## src/rtl/refclk_switchover.sv

```systemverilog
`timescale 1ns/1ps
module refclk_switchover #(
  parameter int HOLD_EDGES     = 2,
  parameter int MISS_EDGES     = 2,
  parameter int RECOVER_EDGES  = 2,
  parameter int TIMEOUT_CYCLES = 64
) (
  input  logic       clk,
  input  logic       rst_n,
  input  logic       ref_a,
  input  logic       ref_b,
  input  logic       prim_b,
  input  logic [1:0] mode,
  input  logic       sel_pin,
  input  logic       pll_lock,
  output logic       use_b,
  output logic       clk_lost,
  output logic       lock_lost
);
  localparam int HW = $clog2(HOLD_EDGES + 1);
  localparam int EMAX = (MISS_EDGES > RECOVER_EDGES) ? MISS_EDGES : RECOVER_EDGES;
  localparam int EW = $clog2(EMAX + 1);
  localparam int TW = $clog2(TIMEOUT_CYCLES + 1);

  logic [1:0] refs, act, idle;
  assign refs = {ref_b, ref_a};

  for (genvar g = 0; g < 2; g++) begin : g_in
    logic [2:0]    sh;
    logic [TW-1:0] quiet;
    always_ff @(posedge clk) begin
      if (!rst_n) begin
        sh    <= '0;
        quiet <= '0;
      end else begin
        sh <= {sh[1:0], refs[g]};
        if (act[g])                           quiet <= '0;
        else if (quiet != TW'(TIMEOUT_CYCLES)) quiet <= quiet + 1'b1;
      end
    end
    assign act[g]  = sh[1] & ~sh[2];
    assign idle[g] = (quiet == TW'(TIMEOUT_CYCLES));
  end

  logic sel_s1, sel_s, sel_d;
  always_ff @(posedge clk) begin
    if (!rst_n) {sel_s1, sel_s, sel_d} <= '0;
    else        {sel_s1, sel_s, sel_d} <= {sel_pin, sel_s1, sel_s};
  end

  logic prim_act, sec_act, prim_seen;
  logic [EW-1:0] miss, rec;
  assign prim_act = act[prim_b];
  assign sec_act  = act[~prim_b];

  always_ff @(posedge clk) begin
    if (!rst_n) begin
      miss      <= '0;
      rec       <= '0;
      prim_seen <= 1'b0;
    end else begin
      if (prim_act)                         miss <= '0;
      else if (sec_act && miss != EW'(EMAX)) miss <= miss + 1'b1;
      if (sec_act) begin
        prim_seen <= 1'b0;
        if (!(prim_seen || prim_act)) rec <= '0;
        else if (rec != EW'(EMAX))    rec <= rec + 1'b1;
      end else if (prim_act) begin
        prim_seen <= 1'b1;
      end
    end
  end

  logic auto_ok, prim_dead, prim_back, on_sec, nxt_sec, nxt_use, sw;
  assign auto_ok   = mode[1] & ~prim_b;
  assign prim_dead = (miss >= EW'(MISS_EDGES));
  assign prim_back = (rec >= EW'(RECOVER_EDGES));

  always_comb begin
    if (!auto_ok)     nxt_sec = sel_s;
    else if (!on_sec) nxt_sec = prim_dead;
    else if (mode[0]) nxt_sec = ~prim_back;
    else              nxt_sec = ~(sel_s ^ sel_d);
  end
  assign nxt_use = nxt_sec ^ prim_b;
  assign sw      = (nxt_use != use_b);

  logic [HW-1:0] hold;
  always_ff @(posedge clk) begin
    if (!rst_n) begin
      on_sec <= 1'b0;
      use_b  <= prim_b;
      hold   <= '0;
    end else begin
      on_sec <= nxt_sec;
      use_b  <= nxt_use;
      if (sw)                        hold <= HW'(HOLD_EDGES);
      else if (hold != 0 && act[use_b]) hold <= hold - 1'b1;
    end
  end

  assign lock_lost = (hold != '0) | ~pll_lock;
  assign clk_lost  = idle[use_b] | (&idle);
endmodule

```

## config.mk

```make
export PLATFORM = sky130hd
export DESIGN_NAME = refclk_switchover
export DESIGN_NICKNAME = d
export VERILOG_FILES = /design/src/rtl/refclk_switchover.sv
export SDC_FILE = /design/constraint.sdc
export NUM_CORES = 1
export LEC_CHECK = 0
export ABC_AREA = 1
export ABC_CLOCK_PERIOD_IN_PS = 2500
export BUFFER_PORTS_ARGS = -buffer_cell sky130_fd_sc_hd__buf_2
export CAP_MARGIN = 10
export CORE_MARGIN = 1
export CORE_UTILIZATION = 29
export CTS_CLUSTER_DIAMETER = 40
export DETAILED_ROUTE_END_ITERATION = 16
export SLEW_MARGIN = 5
export SYNTH_ARGS = -nofsm -noshare
export SYNTH_HDL_FRONTEND = slang
export SYNTH_SLANG_ARGS = --single-unit
export TNS_END_PERCENT = 1
```

## constraint.sdc

```tcl
create_clock -name clk -period 2.5 [get_ports clk]
set_input_delay 0.375 -clock clk [delete_from_list [all_inputs] [get_ports clk]]
set_output_delay 0.375 -clock clk [all_outputs]
set_load 0.02 [all_outputs]
```

After elaboration in Yosys (flattened, before gate mapping). Index checks and enable logic that the tools add are counted.

Register bits after elaboration: 32. Output and inout port bits: 3. Word-level logic and storage cells: 74.

Equality and inequality tests: 8. Mux-type cells: 16. Magnitude comparators: 5. Reduce and logical (&&, ||, !) cells: 12. Bitwise gates (word level): 14. Add/subtract/negate cells: 5.

Operator list (number): 7-bit by 1-bit adder with 7-bit output (second input constant) (2); 7-bit == test (second input constant) (2); 7-bit inequality test (second input constant) (2); 1-bit two-way mux (12); 2-bit OR reduction (5); 2-bit two-way mux (4); 1-bit inverter (7); 1-bit by 2-bit < comparator with 1-bit output (second input constant) (3); 2-bit by 1-bit adder with 2-bit output (second input constant) (2); 2-bit >= comparator (second input constant) (2); 2-bit inequality test (second input constant) (2); 2-bit AND reduction (2); 2-bit nonzero test (2); 1-bit AND (3); 1-bit logical AND (2); 2-bit by 1-bit inequality test with 1-bit output (second input constant) (1); 1-bit OR (2); 2-bit by 1-bit subtractor with 2-bit output (second input constant) (1); 1-bit XOR (2); 1-bit logical OR (1); 1-bit inequality test (1).

Longest topological paths before layout.
Depth after elaboration: 8. Mapped depth: 11. Gate-level depth less buffers: 11.

Least setup slack after synthesis. No wires, ideal clock.

Path kind: register to output. Start: register g_in[0].quiet[0]. End: output clk_lost. Cell stages (with the launch flop): 7. Path buffers: 0. Data arrival time: 1.308 ns. Required time: 2.125 ns. Slack: 0.817 ns. Cells stage by stage: dfxtp_1 -> inv_1 -> ha_1 -> nand2_1 -> nor3_1 -> nand3_1 -> o21ai_0.

Cells in the longest elaborated chain, start to end: 4. Elaborated cells between the ends (all ways): 5. Classes of those cells: eq/ne: 1; mux: 2; bitwise: 1; reduce/logical: 1.

RTL lines: start, declared (RTL line 30) `logic [TW-1:0] quiet;`; start signal, assigned (RTL line 38) `else if (quiet != TW'(TIMEOUT_CYCLES)) quiet <= quiet + 1'b1;`; 7-bit == test (*) (RTL line 42) `assign idle[g] = (quiet == TW'(TIMEOUT_CYCLES));`; 1-bit two-way mux (not written as such) (2 in a row) (RTL line 103) `assign clk_lost = idle[use_b] | (&idle);`; 1-bit OR (*) (RTL line 103); end, declared (RTL line 17) `output logic clk_lost,`.

Every way passes the cells marked *; elsewhere a longest branch is shown, timed or not. The select of a mux whose other input is x is not followed.

Final worst setup path.
Start: register g_in[1].quiet[0]. End: output clk_lost.

Cells in the longest elaborated chain, start to end: 4. Elaborated cells between the ends (all ways): 5. Classes of those cells: eq/ne: 1; mux: 2; bitwise: 1; reduce/logical: 1.

RTL lines (RTL line): start, declared (30); start signal, assigned (38); 7-bit == test (*) (42); 1-bit two-way mux (not written as such) (2 in a row) (103); 1-bit OR (*) (103).

Marked as above.

==> key figures <==
Synth
  – Synth Flop Type: dfxtp_1
  – FF+latch count, synth: 32
  – Post-synthesis cell count: ~200
  – Post-synthesis sequential area ratio: 43.4%
  – Synthesized net count: 215
  – Synth warn: 0
  – Post-synth EDFFs: 0
  – Mean Syn Cell Area: ~7.4 µm²
  – FFs w/ async S/R, synth: 0%
  – Synth Cell Area: ~1500 µm²
  – Distinct cells, synth: 23

Worst setup path
  – Buf/Inv on CP: 3
  – RR Startpoint: rec[0]$_SDFFE_PN0P_
  – WP depth: 9
  – Worst-path cell chain: inv_1 -> ha_1 -> nand2_1 -> nor3_1 -> nand3_1 -> inv_1 -> nand2_1 -> o21ai_0 -> buf_2
  – Req. time, crit path: 2.12 ns
  – Worst setup SP type: flop
  – CP Class: reg2out
  – Worst setup path endpoint: clk_lost
  – R2r setup slk: 1.20 ns
  – R2R cell count: 9
  – Worst Setup SP: g_in[1].quiet[0]$_SDFFE_PP0N_
  – Slowest cell on crit path: dfxtp_1
  – Top delay family on crit path: buffers and inverters
  – CP arrival: around 1.6 ns
  – Crit. End Element: output pin
  – Max incr delay on CP: 0.33 ns
  – Reg2Reg Capture Point: use_b$_DFF_P_
  – CP Max Fanout: 5

Pwr
  – Sequential Power Share: 53.8%
  – Worst vdd ir: 300 µV
  – P_sw: 253 µW
  – Part of the power in the clock network: 35.7%
  – Logic pwr share: 10.5%
  – Switching share of power: 24.9%
  – Lkg Pwr: 0.768 nW
  – Pwr Density: 605 nW/µm²
  – Pint: 764 µW

Placed design
  – Placed cell area: around 1600 µm²
  – Port bufs: 11
  – DPL Wire Length: 1.73 mm
  – Gp weighted congestion: 0.786

Clocking
  – Inserted Clock Buffers: 5
  – Root Driver: clkbuf_8
  – Post-CTS Setup Bufs: 0
  – Worst-Skew Late Latency: between 0.2 and 0.3 ns
  – Hold buffers post-CTS: 0
  – Clock sinks: 32
  – Clk pin slew, worst setup/hold paths: 0.06 ns
  – CTS H-tree lvls: 2
  – Bufs on Longest Clock Path: 2
  – Post-CTS resize count: 0
  – CTS tree: done

Timing
  – Post-route clock period utilization: 79.3%
  – Rel. slew slack: 80.5%
  – Final Hold Viols: 0
  – Slew Limit Fails: 0
  – Final setup vio count: 0
  – Fin Setup TNS: 0 ns
  – Tmin final: roughly 2.0 ns
  – Fmax: roughly 500 MHz
  – Measured slew at the worst slew-check pin: 0.293 ns
  – Hold_ws: 0.278 ns
  – Clk_skew: around 0.0043 ns
  – RSZ-0062 raised after global routing: false

Cells and area
  – ANT cells: 0
  – Synthesis-to-layout area growth: 13.9%
  – Fill cells: ~550
  – Commonest non-fill, non-tap cells in the layout: nand2_1, inv_1, dfxtp_1
  – Post-route cell area: about 1700 µm²
  – Area of the multi-input gates: 667 µm²
  – Nets: 231
  – Register Area: 641 µm²
  – Layout cells sized above 1: 10.7%
  – Most common cell after layout, fill and taps aside: nand2_1

Worst hold path
  – Hold crit path type: in2reg
  – Hold Crit Depth: 3

GRT
  – First-pass GRT wire length: around 4.2 mm
  – Vias in the first global route: 1077
  – Initial antenna violation count: 0
  – Pin count of the biggest net entering global routing: 18
  – Aggregate global routing overflow: 0
  – GRT Total Usage: between 10% and 20%

Detailed routing
  – Final antenna-violating net count: 0
  – Drt wl/cell: between 8 and 9 µm
  – Vias: 1131
  – DRT iter0 DRCs: 35
  – Vias/cell: around 4
  – Drt first pass iters: 4
  – WL final: 2.35 mm
  – DRC Markers: 0

Run status
  – Outcome: finished, final reports clean

Floorplanning
  – Boundary Pins: 12
  – Area of the core: 4820 µm²
  – Die area: roughly 5400 µm²
  – Floorplan row count: 25
  – Effective utilization at floorplan: 30.6%
  – Die Wd: 73.4 µm
  – Vert. Die Dim: 73.4 µm

Flow run
  – Max-cap violations: 0
[worst register-to-register path: cells and delay by family (launching register included)]
family	cells	cell delay, ns
AO/OA/AOI/OAI	1	0.06
XOR/XNOR	1	0.15
adder cells (fa/ha/maj)	1	0.23
buffers and inverters	1	0.05
flip-flops	1	0.32
AND/OR/NAND/NOR	5	0.37
[cells by family after synthesis]
kind of cell    synth area share (%)
simple gates                    23.5
fa+ha+maj                       5.93
buf+inv                         11.4
xor+xnor                        6.53
flops                           43.4
compound gates                  9.24
[through the flow]
stage	setup WS (ns)	util, %	total power [mW]	cells
global placement	0.882	33.3	0.663	275
detailed placement	0.851	33.3	0.665	275
finish	0.518	34.9	1.02	282
global route	0.384	34.9	1.08	282
floorplan	0.817	-	0.639	199
CTS	0.486	34.9	1.04	282
[routing by layer]
layer	up-vias	routed length (µm)	track usage, %	part of all wire [%]
li1	630	-	-	-
met1	485	1210	12.0	52
met2	13	1020	16.5	44
met3	3	83	3.70	3.5
met4	0	28	5.56	1.2
met5	-	0	0	0
[sequential cells by signal, indices dropped and copies added (netlist names)]
signal / cells
g_in.quiet: 14
g_in.sh: 6
hold: 2
miss: 2
rec: 2
on_sec: 1
prim_seen: 1
sel_d: 1
sel_s: 1
sel_s1: 1
use_b: 1
[how the worst min path moves through the flow]
stage                                   from                        to  slack, ns
finish                                 ref_a  g_in[0].sh[0]$_SDFF_PN0_       0.28
global route                           ref_b  g_in[1].sh[0]$_SDFF_PN0_       0.27
CTS                                    ref_a  g_in[0].sh[0]$_SDFF_PN0_       0.27
detailed placement  g_in[1].sh[0]$_SDFF_PN0_  g_in[1].sh[1]$_SDFF_PN0_       0.40
global placement           sel_s1$_SDFF_PN0_          sel_s$_SDFF_PN0_       0.39
floorplan           g_in[0].sh[0]$_SDFF_PN0_  g_in[0].sh[1]$_SDFF_PN0_       0.39
[cells in the mapped netlist (2+ instances only)]
cell	count	area, µm²
nor3_1	4	20.0
a21oi_1	11	55.1
ha_1	7	87.6
xnor2_1	5	43.8
nand3_1	5	25.0
and2_1	2	12.5
nand4_1	2	12.5
xor2_1	6	52.6
inv_1	41	154
o21ai_0	5	25.0
o21ai_2	2	17.5
nor2_1	19	71.3
o31ai_1	2	15.0
nand2_1	48	180
dfxtp_1	32	641
[final cells by class]
type	count	share of cell area, %
timing repair buffer	11	3.27
sequential	32	38.1
clock buffer	6	4.32
inverter	42	9.38
tap	67	4.99
multi-input combinational	123	39.7
clock inverter	1	0.298
[power by group through the flow]
stage	combinational (mW)	clock (mW)	sequential, mW
global route	0.125	0.402	0.551
floorplan	0.0813	0	0.557
global placement	0.105	0	0.558
detailed placement	0.106	0	0.559
CTS	0.108	0.385	0.548
finish	0.106	0.364	0.548
Power figures use the tool's default switching activity.
